===== config.mk =====
export PLATFORM = sky130hd
export DESIGN_NAME = dual_read_engine
export DESIGN_NICKNAME = d
export VERILOG_FILES = /design/src/rtl/dre_pkg.sv /design/src/rtl/dre_tick.sv /design/src/rtl/dre_deser.sv /design/src/rtl/dre_fifo.sv /design/src/rtl/dual_read_engine.sv
export SDC_FILE = /design/constraint.sdc
export NUM_CORES = 1
export LEC_CHECK = 0
export BUFFER_PORTS_ARGS = -buffer_cell sky130_fd_sc_hd__buf_2
export CAP_MARGIN = 40
export CORE_ASPECT_RATIO = 1.75
export CORE_UTILIZATION = 55
export CTS_BUF_LIST = sky130_fd_sc_hd__clkbuf_2
export DETAILED_ROUTE_END_ITERATION = 16
export PLACE_DENSITY_LB_ADDON = 0.08
export SETUP_SLACK_MARGIN = 0.1
export SLEW_MARGIN = 0
export SYNTH_ARGS = -nofsm -noshare
export SYNTH_HDL_FRONTEND = slang
export SYNTH_HIERARCHICAL = 1
export SYNTH_SLANG_ARGS = --single-unit

===== constraint.sdc =====
create_clock -name clk -period 4.55 [get_ports clk]
set_input_delay 0 -clock clk [delete_from_list [all_inputs] [get_ports clk]]
set_output_delay 0 -clock clk [all_outputs]
set_load 0.02 [all_outputs]

===== src/rtl/dre_pkg.sv =====
package dre_pkg;
  typedef enum logic [2:0] {
    ST_IDLE, ST_SETUP, ST_CMD, ST_DUMMY, ST_DATA, ST_HOLD, ST_DRAIN, ST_DONE
  } dre_state_e;

  localparam logic [7:0] DUAL_READ_OP = 8'h3B;
  localparam int         DUMMY_CLKS   = 8;
endpackage


===== src/rtl/dre_tick.sv =====
// Half-period timer: ticks every HALF cycles while run is high;
// a stall freezes it at the expiry point.
module dre_tick #(
  parameter int HALF = 2
) (
  input  logic clk,
  input  logic rst_n,
  input  logic run,
  input  logic stall,
  output logic tick
);
  localparam int TW = (HALF > 1) ? $clog2(HALF) : 1;
  localparam logic [TW-1:0] RELOAD = TW'(HALF - 1);

  logic [TW-1:0] cnt;

  always_ff @(posedge clk or negedge rst_n) begin
    if (!rst_n)              cnt <= RELOAD;
    else if (!run)           cnt <= RELOAD;
    else if (cnt == '0) begin
      if (!stall)            cnt <= RELOAD;
    end
    else                     cnt <= cnt - 1'b1;
  end

  assign tick = run && (cnt == '0) && !stall;
endmodule


===== src/rtl/dre_deser.sv =====
// Byte assembler: two bits per sample in dual mode (io1 high bit),
// one bit per sample from io1 otherwise.
module dre_deser (
  input  logic       clk,
  input  logic       rst_n,
  input  logic       dual,
  input  logic       clear,
  input  logic       sample,
  input  logic       io0,
  input  logic       io1,
  output logic [7:0] byte_o,
  output logic       byte_stb,
  output logic       at_start
);
  logic [6:0] acc;
  logic [2:0] idx;
  logic       last;

  assign last = dual ? (idx == 3'd3) : (idx == 3'd7);

  always_ff @(posedge clk or negedge rst_n) begin
    if (!rst_n) begin
      acc <= '0;
      idx <= '0;
    end else if (clear) begin
      idx <= '0;
    end else if (sample) begin
      acc <= dual ? {acc[4:0], io1, io0} : {acc[5:0], io1};
      idx <= last ? 3'd0 : idx + 3'd1;
    end
  end

  assign byte_stb = sample && last && !clear;
  assign byte_o   = dual ? {acc[5:0], io1, io0} : {acc[6:0], io1};
  assign at_start = (idx == 3'd0);
endmodule


===== src/rtl/dre_fifo.sv =====
module dre_fifo #(
  parameter int DEPTH = 4
) (
  input  logic       clk,
  input  logic       rst_n,
  input  logic       push,
  input  logic [7:0] din,
  output logic       full,
  output logic [7:0] rx_data,
  output logic       rx_valid,
  input  logic       rx_ready
);
  localparam int AW = (DEPTH > 1) ? $clog2(DEPTH) : 1;
  localparam logic [AW-1:0] LAST = AW'(DEPTH - 1);

  logic [7:0]  mem [DEPTH];
  logic [AW-1:0] wp, rp;
  logic [AW:0]   cnt;
  logic          do_push, do_pop;

  assign full     = (cnt == (AW+1)'(DEPTH));
  assign rx_valid = (cnt != '0);
  assign rx_data  = mem[rp];
  assign do_push  = push && !full;
  assign do_pop   = rx_valid && rx_ready;

  always_ff @(posedge clk) begin
    if (do_push) mem[wp] <= din;
  end

  always_ff @(posedge clk or negedge rst_n) begin
    if (!rst_n) begin
      wp  <= '0;
      rp  <= '0;
      cnt <= '0;
    end else begin
      if (do_push) wp <= (wp == LAST) ? '0 : wp + 1'b1;
      if (do_pop)  rp <= (rp == LAST) ? '0 : rp + 1'b1;
      case ({do_push, do_pop})
        2'b10:   cnt <= cnt + 1'b1;
        2'b01:   cnt <= cnt - 1'b1;
        default: cnt <= cnt;
      endcase
    end
  end
endmodule


===== src/rtl/dual_read_engine.sv =====
module dual_read_engine
  import dre_pkg::*;
#(
  parameter int ADDR_BYTES = 3,
  parameter int CNT_W      = 16,
  parameter int HALF       = 2,
  parameter int FIFO_DEPTH = 4
) (
  input  logic                    clk,
  input  logic                    rst_n,
  input  logic                    start,
  input  logic [8*ADDR_BYTES-1:0] addr,
  input  logic [CNT_W-1:0]        byte_cnt,
  output logic [7:0]              rx_data,
  output logic                    rx_valid,
  input  logic                    rx_ready,
  output logic                    done,
  output logic                    rx_dual,
  output logic                    sclk,
  output logic                    cs_n,
  output logic                    io0_o,
  output logic                    io0_oe,
  input  logic                    io0_i,
  output logic                    io1_o,
  output logic                    io1_oe,
  input  logic                    io1_i
);
  localparam int AW = 8 * ADDR_BYTES;
  localparam int SW = 8 + AW;
  localparam int BW = $clog2(SW);
  localparam logic [BW-1:0] SW_LAST    = BW'(SW - 1);
  localparam logic [BW-1:0] DUMMY_LAST = BW'(DUMMY_CLKS - 1);

  dre_state_e      state;
  logic [SW-1:0]   sh;
  logic [BW-1:0]   bitc;
  logic [CNT_W-1:0] remain;
  logic            hflag;
  logic            run, stall, tick, sample;
  logic            fifo_full, byte_stb, at_start;
  logic [7:0]      rx_byte;

  assign run    = (state == ST_SETUP) || (state == ST_CMD) || (state == ST_DUMMY)
               || (state == ST_DATA)  || (state == ST_HOLD);
  assign stall  = (state == ST_DATA) && !sclk && at_start && fifo_full;
  assign sample = tick && (state == ST_DATA) && !sclk;

  dre_tick #(.HALF(HALF)) tick_i (
    .clk(clk), .rst_n(rst_n), .run(run), .stall(stall), .tick(tick)
  );

  dre_deser deser_i (
    .clk(clk), .rst_n(rst_n), .dual(rx_dual), .clear(state == ST_IDLE),
    .sample(sample), .io0(io0_i), .io1(io1_i),
    .byte_o(rx_byte), .byte_stb(byte_stb), .at_start(at_start)
  );

  dre_fifo #(.DEPTH(FIFO_DEPTH)) fifo_i (
    .clk(clk), .rst_n(rst_n), .push(byte_stb), .din(rx_byte), .full(fifo_full),
    .rx_data(rx_data), .rx_valid(rx_valid), .rx_ready(rx_ready)
  );

  always_ff @(posedge clk or negedge rst_n) begin
    if (!rst_n) begin
      state   <= ST_IDLE;
      sh      <= '0;
      bitc    <= '0;
      remain  <= '0;
      hflag   <= 1'b0;
      sclk    <= 1'b0;
      cs_n    <= 1'b1;
      rx_dual <= 1'b0;
    end else begin
      case (state)
        ST_IDLE: begin
          sclk <= 1'b0;
          if (start && byte_cnt != '0) begin
            sh     <= {DUAL_READ_OP, addr};
            remain <= byte_cnt;
            cs_n   <= 1'b0;
            state  <= ST_SETUP;
          end
        end
        ST_SETUP: if (tick) begin
          bitc  <= '0;
          state <= ST_CMD;
        end
        ST_CMD: if (tick) begin
          if (!sclk) sclk <= 1'b1;
          else begin
            sclk <= 1'b0;
            if (bitc == SW_LAST) begin
              bitc  <= '0;
              state <= ST_DUMMY;
            end else begin
              bitc <= bitc + 1'b1;
              sh   <= sh << 1;
            end
          end
        end
        ST_DUMMY: if (tick) begin
          if (!sclk) sclk <= 1'b1;
          else begin
            sclk <= 1'b0;
            if (bitc == DUMMY_LAST) begin
              rx_dual <= 1'b1;
              state   <= ST_DATA;
            end else bitc <= bitc + 1'b1;
          end
        end
        ST_DATA: if (tick) begin
          if (!sclk) begin
            sclk <= 1'b1;
            if (byte_stb) remain <= remain - 1'b1;
          end else begin
            sclk <= 1'b0;
            if (remain == '0) begin
              hflag <= 1'b0;
              state <= ST_HOLD;
            end
          end
        end
        ST_HOLD: if (tick) begin
          if (hflag) begin
            cs_n    <= 1'b1;
            rx_dual <= 1'b0;
            state   <= ST_DRAIN;
          end else hflag <= 1'b1;
        end
        ST_DRAIN: if (!rx_valid) state <= ST_DONE;
        ST_DONE:  state <= ST_IDLE;
        default:  state <= ST_IDLE;
      endcase
    end
  end

  assign done   = (state == ST_DONE);
  assign io0_o  = sh[SW-1];
  assign io0_oe = (state == ST_SETUP) || (state == ST_CMD);
  assign io1_o  = 1'b0;
  assign io1_oe = 1'b0;
endmodule


==> out/results.txt, run 1 <==
Run status = completed
Die ar. = 10700 um2
Skew final = 0.0272 ns
Footprint of the multi-input gates = 2510 um2
Netlist cell types = 76
Hold Violations, Final = 0
Leak pwr = 2.83 nW
Number of global-route vias before repair = 4233
Total Power = 3.32 mW
Cell area after placement = 6020 um2
Max Clk Rate = 254 MHz
Ports = 63
Worst VDD drop = 0.345 mV
Mapped Cells = 492
Vias = 4181
Die Span X = 78.5 um
# Max-Cap Violations = 0
DR pass1 iterations = 4
First-pass GRT wire length = 20200 um
Asr flop ratio synth = 70.9%
Post-Syn Area = 5630 um2
Clock group share of total power = 12.2%
DRT iter0 DRCs = 228
Top FF cell, synth = dfrtp_1
H-tree depth = 3
Biggest area consumer among synthesized cells = dfrtp_1
Max Fanout on Critical Path = 14
Seq/Total Area, Yosys = 51.7%
Routability congestion estimate = 0.831
Post-layout util = 67.1%
RSZ-0062 raised after global routing = no
WL per Instance = 16.6 um
Fillers = 777
Design area = 6650 um2
Worst EP arrival = 4.41 ns
Row Count = 48
Tmin final = 3.94 ns
CTS tree = yes
Core area = 9910 um2
Antenna-violating nets left = 0
Die Span Y = 136 um
Setup TNS = 0 ns
Slew headroom = 42.0%
Max Root-Sink Buffers = 2
DRC viols = 0
Via/cell ratio = 5.74
PwrDens = 499 nW/um2
Combinational share of power = 41.3%
Worst Tran Pin Value = 0.871 ns
Count of pins over their slew limit = 0
Final nets = 661
Initial Utilization = 56.9%
Top post-synthesis cells by area = dfrtp_1 (34%), edfxtp_1 (17%), mux2i_1 (4.6%)
CP startpoint kind = flop
Final setup vio count = 0
Final Cycle Share = 86.6%
Post-DP HPWL = 8520 um
Net Switching = 1.33 mW
Mapped Avg Cell Area = 11.5 um2
Synth Register Bits = 110
Total GRT Usage = 24.5%
Reg area = 2920 um2
Port Buf Inserts = 60
Layout area overhead = 18.0%
Sequential Power Share = 46.5%
Num Clock Sinks = 110
Critical path endpoint category = flop
EDFF count, synth = 32
Synthesis Warnings = 6
Clock latency at the later pin of the worst-skew pair = 0.56 ns
Top cell type's share of synthesized area = 33.8%
Critical Path RT = 5.02 ns
CTS root buffer = clkbuf_2
Internal power = 1.98 mW
Total CTS buffers = 9
Crit Path Class = flop to flop
Placed cell count = 660
Net Sw Frac = 40.2%
Hold Path Class = primary input to flop
Clk slew on worst S/H paths = 0.29 ns
Drt total wl = 12100 um
Gr ovfl total = 0
Layout cells sized above 1 = 21.9%
Largest net degree at the start of global routing = 51
Non-Filler Instances = 729
Antenna violations before repair = 1
cells in the final DEF (no fill, tap or decap), types with 3 or more instances in the layout:
master          n
a21oi_1        20
a22o_1          3
a31oi_1         3
and2_1          4
and3_2          5
buf_2          59
buf_4           7
clkbuf_2       10
dfrtp_1        76
dlygate4sd3_1  51
edfxtp_1       32
ha_1           16
inv_1          19
mux2_2          4
mux2_4         16
mux2i_1        26
mux4_2          8
nand2_1        51
nand2b_1        5
nand3_1         4
nand4_1         3
nor2_1         25
nor2b_1         4
nor3_1          9
nor4_1          4
o21ai_0        44
o21ai_1         7
o22a_1          7
o22ai_1         5
or4_1           8
xor2_1          3
cell families (layout without fill, tap and decap cells):
kind of cell | count (synthesis) | in the layout | synth area share [%]
and+or+nand+nor | 142 | 142 | 13.3
AOI/OAI and AO/OA | 120 | 120 | 13.7
DFF | 110 | 110 | 51.7
muxes | 54 | 54 | 12.9
buffers and inverters | 44 | 154 | 3.84
adders and majority gates | 17 | 17 | 3.91
xor gates and xnor gates | 4 | 4 | 0.622
other | 1 | 3 | 0.0666
routing by layer:
layer  GRT usage (%)  wire [um]  vias up
met5               0          0        -
met4            10.9        301        0
met3            3.42        357       25
met2            45.2       6690      103
met1            27.5       4760     2040
li1                -          -     2013
repair_timing:
action,CTS,global route
gates resized for setup,0,0
setup buffers,0,0
hold buffers,52,0
hold endpoints to repair,133,0
sequential cells by signal (all words and copies together), names as in the netlist, 3 cells and up:
name	count
deser_i/idx	3
state	3
fifo_i/cnt	3
sh	32
bitc	5
remain	16
deser_i/acc	7
fifo_i/mem	32
through the flow:
stage          worst slack [ns]  hold WS [ns]
6_report                  0.610         0.223
5_1_grt                   0.315         0.157
4_1_cts                   0.634         0.161
3_5_place_dp              0.795        0.0206
3_3_place_gp              0.978         0.221
2_1_floorplan             0.870        -0.296
Yosys cell counts, types with 3 or more instances:
master / number
nand2b_1: 5
nor4_1: 4
mux4_2: 8
mux2_4: 16
inv_1: 19
nor3_1: 9
a31oi_1: 3
nand2_1: 51
buf_6: 3
or4_1: 8
xor2_1: 3
nand3_1: 4
o21ai_0: 44
dfrtp_1: 76
o22ai_1: 5
nor2_1: 25
a21oi_1: 20
nor2b_1: 5
o21ai_1: 7
and3_2: 5
o22a_1: 7
nand4_1: 3
clkbuf_1: 10
mux2i_1: 26
ha_1: 16
edfxtp_1: 32
buf_4: 6
buf_2: 5
mux2_2: 4
a22o_1: 3
and2_1: 4
final timing paths:
kind,endpoint,slack [ns],cells past startpoint,start
worst min register to register,cs_n,0.51,2,cs_n
worst min-delay path,sh[9],0.22,4,addr[9]
worst max register to register,remain[15],0.61,15,state[0]
worst max-delay path,remain[15],0.61,15,state[0]
max in group asynchronous,tick_i/cnt,3.83,4,rst_n
min in group asynchronous,remain[11],0.42,4,rst_n
power groups by stage:
| stage | clock (mW) | combinational [mW] | sequential (mW) |
|---|---|---|---|
| floorplan | 0 | 1.07 | 1.46 |
| global placement | 0 | 1.27 | 1.54 |
| global route | 0.455 | 1.53 | 1.58 |
| finish | 0.406 | 1.37 | 1.54 |
| CTS | 0.424 | 1.37 | 1.54 |
| detailed placement | 0 | 1.32 | 1.56 |
layout make-up:
class	instances	share of cell area, %
antenna	1	0.0377
clock buffer	10	0.753
clock inverter	6	0.659
inverter	19	1.07
multi-input combinational	339	37.7
sequential	110	43.9
tap	125	2.35
timing repair buffer	119	13.5
critical path, stage by stage (launching register included):
cell and delay, ns:
dfrtp_1 0.49, inv_1 0.10, ha_1 0.43, nor3_1 0.11, o21bai_1 0.21, nor3b_2 0.19, buf_4 0.19, and4b_1 0.36
and2b_1 0.16, buf_4 0.18, and3_2 0.26, nand2_1 0.09, o21ai_1 0.23, o21ai_0 0.15, o2bb2ai_1 0.14, dlygate4sd3_1 0.56
Power figures use the tool's default switching activity.
==> run 2: changes to the inputs <==
Settings changed: CORE_UTILIZATION 55 to 61, GPL_TIMING_DRIVEN from default to 1.
==> out/results.txt, run 2 (synthesis gave the netlist of run 1 again) <==
# Max-Cap Violations = 0
Fillers = 639
CP peak stage delay = 0.57 ns
Row Count = 46
Hold Violations, Final = 0
Max Clk Rate = 253 MHz
Hold Path Class = primary input to flop
Final setup vio count = 0
Ordered list of cells on the worst path = inv_1 -> ha_1 -> nor3_1 -> o21bai_1 -> nor3b_2 -> buf_4 -> and4b_1 -> and2b_1 -> and3_2 -> nand2_1 -> o21ai_1 -> o21ai_0 -> o2bb2ai_1 -> dlygate4sd3_1
Number of global-route vias before repair = 4191
WHS Path Cells = 4
Post-DP HPWL = 8210 um
Ports = 63
Setup TNS = 0 ns
Num Clock Sinks = 110
Antenna-violating nets left = 0
Leak pwr = 2.84 nW
Post-layout util = 73.7%
Worst Tran Pin Value = 0.834 ns
Vias = 4202
Gr ovfl total = 0
Worst EP arrival = 4.48 ns
Routability congestion estimate = 0.850
Crit Path Class = flop to flop
Die Span Y = 129 um
CTS root buffer = clkbuf_2
Core area = 9040 um2
Layout cells sized above 1 = 21.8%
Most frequent cells in the layout = dfrtp_1 (76), buf_2 (59), nand2_1 (51), dlygate4sd3_1 (51), o21ai_0 (44)
DR pass1 iterations = 6
CTS tree = yes
Tmin final = 3.96 ns
WL per Instance = 16.4 um
Most common cell after layout, fill and taps aside = dfrtp_1
Via/cell ratio = 5.81
Postcts setup bufs = 0
Design area = 6660 um2
Slew headroom = 44.4%
Critical path endpoint category = flop
Initial Utilization = 62.4%
Skew final = 0.0221 ns
Total GRT Usage = 26.7%
Clock latency at the later pin of the worst-skew pair = 0.59 ns
Largest net degree at the start of global routing = 59
First-pass GRT wire length = 19200 um
Die ar. = 9640 um2
H-tree depth = 3
Largest regs = fifo_i/mem: 32 flops, sh: 32 flops, remain: 16 flops
Total CTS buffers = 9
Max Root-Sink Buffers = 2
Drt total wl = 11900 um
Critical Path RT = 5.07 ns
CP bufs+invs = 3
Cell area after placement = 6010 um2
Count of pins over their slew limit = 0
Final Cycle Share = 87.0%
Clk slew on worst S/H paths = 0.28 ns
Max Fanout on Critical Path = 14
DRT iter0 DRCs = 253
DRC viols = 0
Family with the most delay on the worst path = simple AND/OR/NAND/NOR gates
Antenna violations before repair = 1
Worst VDD drop = 0.306 mV
Layout area overhead = 18.1%
Worst path depth = 14
RSZ-0062 raised after global routing = no
Port Buf Inserts = 60
WHS = 0.197 ns
Run status = completed
Crit-path slowest cell = dlygate4sd3_1
Die Span X = 74.7 um
Final nets = 660
PwrDens = 502 nW/um2
CP startpoint kind = flop
Worst-case reg-to-reg path depth = 14
==> run 2: changes by cell type in the layout (fill, tap and decap cells not counted), sizes merged <==
cell / previous run / this run
clkbuf: 10 / 11
buf: 68 / 67
bufinv: 0 / 1
inv: 23 / 20
clkinvlp: 0 / 1
==> run 2: worst paths after layout <==
path / startpoint / endpoint / slack (ns)
min in group asynchronous: rst_n / tick_i/cnt / 0.42
worst min register to register: fifo_i/cnt[2] / fifo_i/cnt[2] / 0.51
worst max-delay path: state[0] / remain[15] / 0.59
max in group asynchronous: rst_n / remain[14] / 3.31
worst max register to register: state[0] / remain[15] / 0.59
worst min-delay path: addr[6] / sh[6] / 0.20
==> run 2: area by class of cell <==
| cell class | count | area [um2] | area share (%) |
|---|---|---|---|
| Clock buffer | 11 | 55.1 | 0.827 |
| Antenna cell | 1 | 2.50 | 0.0376 |
| Tap cell | 120 | 150 | 2.26 |
| Sequential cell | 110 | 2920 | 43.8 |
| Timing Repair Buffer | 118 | 893 | 13.4 |
| Inverter | 19 | 71.3 | 1.07 |
| Multi-Input combinational cell | 339 | 2510 | 37.7 |
| Clock inverter | 5 | 58.8 | 0.884 |
==> run 2: worst register-to-register path: cells and delay by family (launching register included) <==
| kind | cells | cell delay (ns) |
|---|---|---|
| AO/OA/AOI/OAI | 4 | 0.62 |
| adder cells (fa/ha/maj) | 1 | 0.42 |
| buffers and inverters | 3 | 0.87 |
| flip-flops | 1 | 0.48 |
| AND/OR/NAND/NOR | 6 | 1.54 |
==> run 2: per-layer routing <==
layer / vias to the layer above / part of all wire (%) / global-route usage, %
li1: 2009 / - / -
met1: 2044 / 37 / 29.0
met2: 115 / 56 / 49.2
met3: 34 / 3.1 / 3.65
met4: 0 / 3.3 / 12.5
met5: - / 0 / 0
==> run 2: power breakdown <==
part | leakage [nW] | internal [mW] | total [mW] | switching (mW)
Combinational | 1.48 | 0.611 | 1.36 | 0.745
Clock | 0.0738 | 0.133 | 0.448 | 0.314
Sequential | 1.28 | 1.28 | 1.54 | 0.255
Total | 2.84 | 2.03 | 3.34 | 1.31
==> run 2: what timing repair did <==
| action | 4_1_cts | 5_1_grt |
|---|---|---|
| hold buffers | 51 | 0 |
| hold endpoints to repair | 133 | 0 |
| gates resized for setup | 0 | 0 |
==> run 2: metrics by stage <==
step / std cells / setup WS (ns) / total power, mW
after floorplan: 493 / 0.870 / 2.53
after global placement: 652 / 0.914 / 2.79
after detailed placement: 654 / 0.677 / 2.86
after CTS: 721 / 0.648 / 3.34
after global routing: 723 / 0.306 / 3.58
final: 723 / 0.591 / 3.34
==> run 3: changes to the inputs <==
Settings changed: CORE_UTILIZATION 61 to 55.
Clock period 4.55 ns to 3.18 ns, I/O delays scaled along.
==> out/results.txt, run 3 (synthesis gave the netlist of run 1 again) <==
Critical path endpoint category = flop
DRC viols = 0
Hold Violations, Final = 0
Vias = 4232
Antenna-violating nets left = 0
Clock latency at the later pin of the worst-skew pair = 0.58 ns
Total GRT Usage = 24.6%
Max Clk Rate = 331 MHz
Count of pins over their slew limit = 0
Setup slack, reg-to-reg = 0.16 ns
Critical Path RT = 3.69 ns
PnR worst setup slack = 0.161 ns
Die Span X = 78.5 um
Number of global-route vias before repair = 4292
Slew headroom = 56.1%
Run status = completed
# Max-Cap Violations = 0
Dpl ws = 0.119 ns
RSZ-0062 raised after global routing = yes
Ports = 63
Port Buf Inserts = 60
Non-Filler Instances = 746
Worst Tran Pin Value = 0.657 ns
Drt total wl = 12200 um
Worst EP arrival = 3.53 ns
Layout cells sized above 1 = 26.6%
H-tree depth = 3
Placed cell count = 671
Worst VDD drop = 0.418 mV
Total CTS buffers = 9
Tmin final = 3.02 ns
Leak pwr = 2.94 nW
Initial Utilization = 56.9%
Reg area = 2920 um2
Gr ovfl total = 0
Footprint of the multi-input gates = 2610 um2
Cell area after placement = 6160 um2
Clk slew on worst S/H paths = 0.26 ns
First-pass GRT wire length = 20000 um
Hold Path Class = primary input to flop
Worst hold start = addr[9]
Final nets = 678
Via/cell ratio = 5.67
Design area = 6870 um2
Num Clock Sinks = 110
Core area = 9910 um2
WHS = 0.212 ns
Die ar. = 10700 um2
Max Root-Sink Buffers = 2
Setup TNS = 0 ns
Largest regs = fifo_i/mem: 32 flops, sh: 32 flops, remain: 16 flops
Final setup vio count = 0
Row Count = 48
WL per Instance = 16.4 um
CP startpoint kind = flop
WHS Path Cells = 4
Worst-case reg-to-reg path depth = 11
DRT iter0 DRCs = 179
Routability congestion estimate = 0.811
Layout area overhead = 21.9%
Hold Path Sink = sh[9]
Die Span Y = 136 um
CTS tree = yes
Fillers = 766
DR pass1 iterations = 5
R2r endpoint = state[1]
Reg-to-reg critical path startpoint = state[0]
Largest net degree at the start of global routing = 65
Final Cycle Share = 95.0%
CTS root buffer = clkbuf_2
PwrDens = 717 nW/um2
Most frequent cells in the layout = dfrtp_1 (76), buf_2 (59), dlygate4sd3_1 (51)
Skew final = 0.0168 ns
Max Fanout on Critical Path = 7
Antenna violations before repair = 1
Most common cell after layout, fill and taps aside = dfrtp_1
Crit Path Class = flop to flop
Post-DP HPWL = 8420 um
run 3: cell count changes in the layout (fill, tap and decap cells not counted), moves of 2 or more:
cell      change
or4_4         +2
nor3_4        +2
inv_6         +2
clkinv_2      -2
ha_4          +3
clkinv_1      +2
ha_1          -3
nand2_1       -2
buf_4        +19
inv_2         +5
nor3_1        -2
or4_1         -2
inv_1         -6
run 3: critical path: stages (launching register included):
cell and delay (ns):
dfrtp_1 0.50, inv_2 0.13, ha_4 0.17, nor2_1 0.05, o21bai_1 0.16, nor3b_2 0.21, buf_4 0.17, nand2_2 0.08
or4_4 0.43, or4_4 0.45, a211oi_4 0.29, mux2_4 0.32
run 3: worst max path at each step:
stage                              from            end  cells past startpoint
after floorplan                state[1]  fifo_i/cnt[2]                     20
after global placement    fifo_i/cnt[0]  fifo_i/cnt[2]                     16
after detailed placement  fifo_i/cnt[0]  fifo_i/cnt[2]                     16
after CTS                 fifo_i/cnt[0]  fifo_i/cnt[2]                     16
after global routing           state[0]       state[1]                     11
final                          state[0]       state[1]                     11
run 3: stage by stage:
stage / total power [mW] / utilization (%)
CTS: 4.81 / 68.3
detailed placement: 4.19 / 62.1
global placement: 4.11 / 61.9
finish: 4.92 / 69.3
floorplan: 3.68 / -
global route: 5.30 / 69.3
run 3: power by group:
part	leakage [nW]	switching, mW	total, mW	internal [mW]
Clock	0.0620	0.445	0.558	0.113
Combinational	1.60	1.16	2.18	1.03
Sequential	1.28	0.345	2.18	1.84
Total	2.94	1.94	4.92	2.98
run 3: area by class of cell:
class                   count  area share [%]
clock buffers              11           0.802
diodes                      1          0.0364
well taps                 125            2.28
multi-input cells         339            38.0
repair buffers            136            14.9
flip-flops and latches    110            42.5
inverters                  19            1.08
clock inverters             5           0.492
run 3: per-layer routing:
layer / track usage (%) / vias up / part of all wire, % / wire [um]
li1: - / 2055 / - / -
met2: 45.6 / 88 / 56 / 6840
met4: 11.5 / 0 / 3.4 / 417
met1: 27.1 / 2057 / 38 / 4670
met5: 0 / - / 0 / 0
met3: 3.89 / 32 / 2.5 / 306
run 3: repair_timing:
action,in CTS,in global routing
hold buffers,51,0
hold endpoints to repair,133,0
resized for setup,0,13
endpoints found under the setup margin,1,4
pin swaps,0,9
setup buffers,1,6
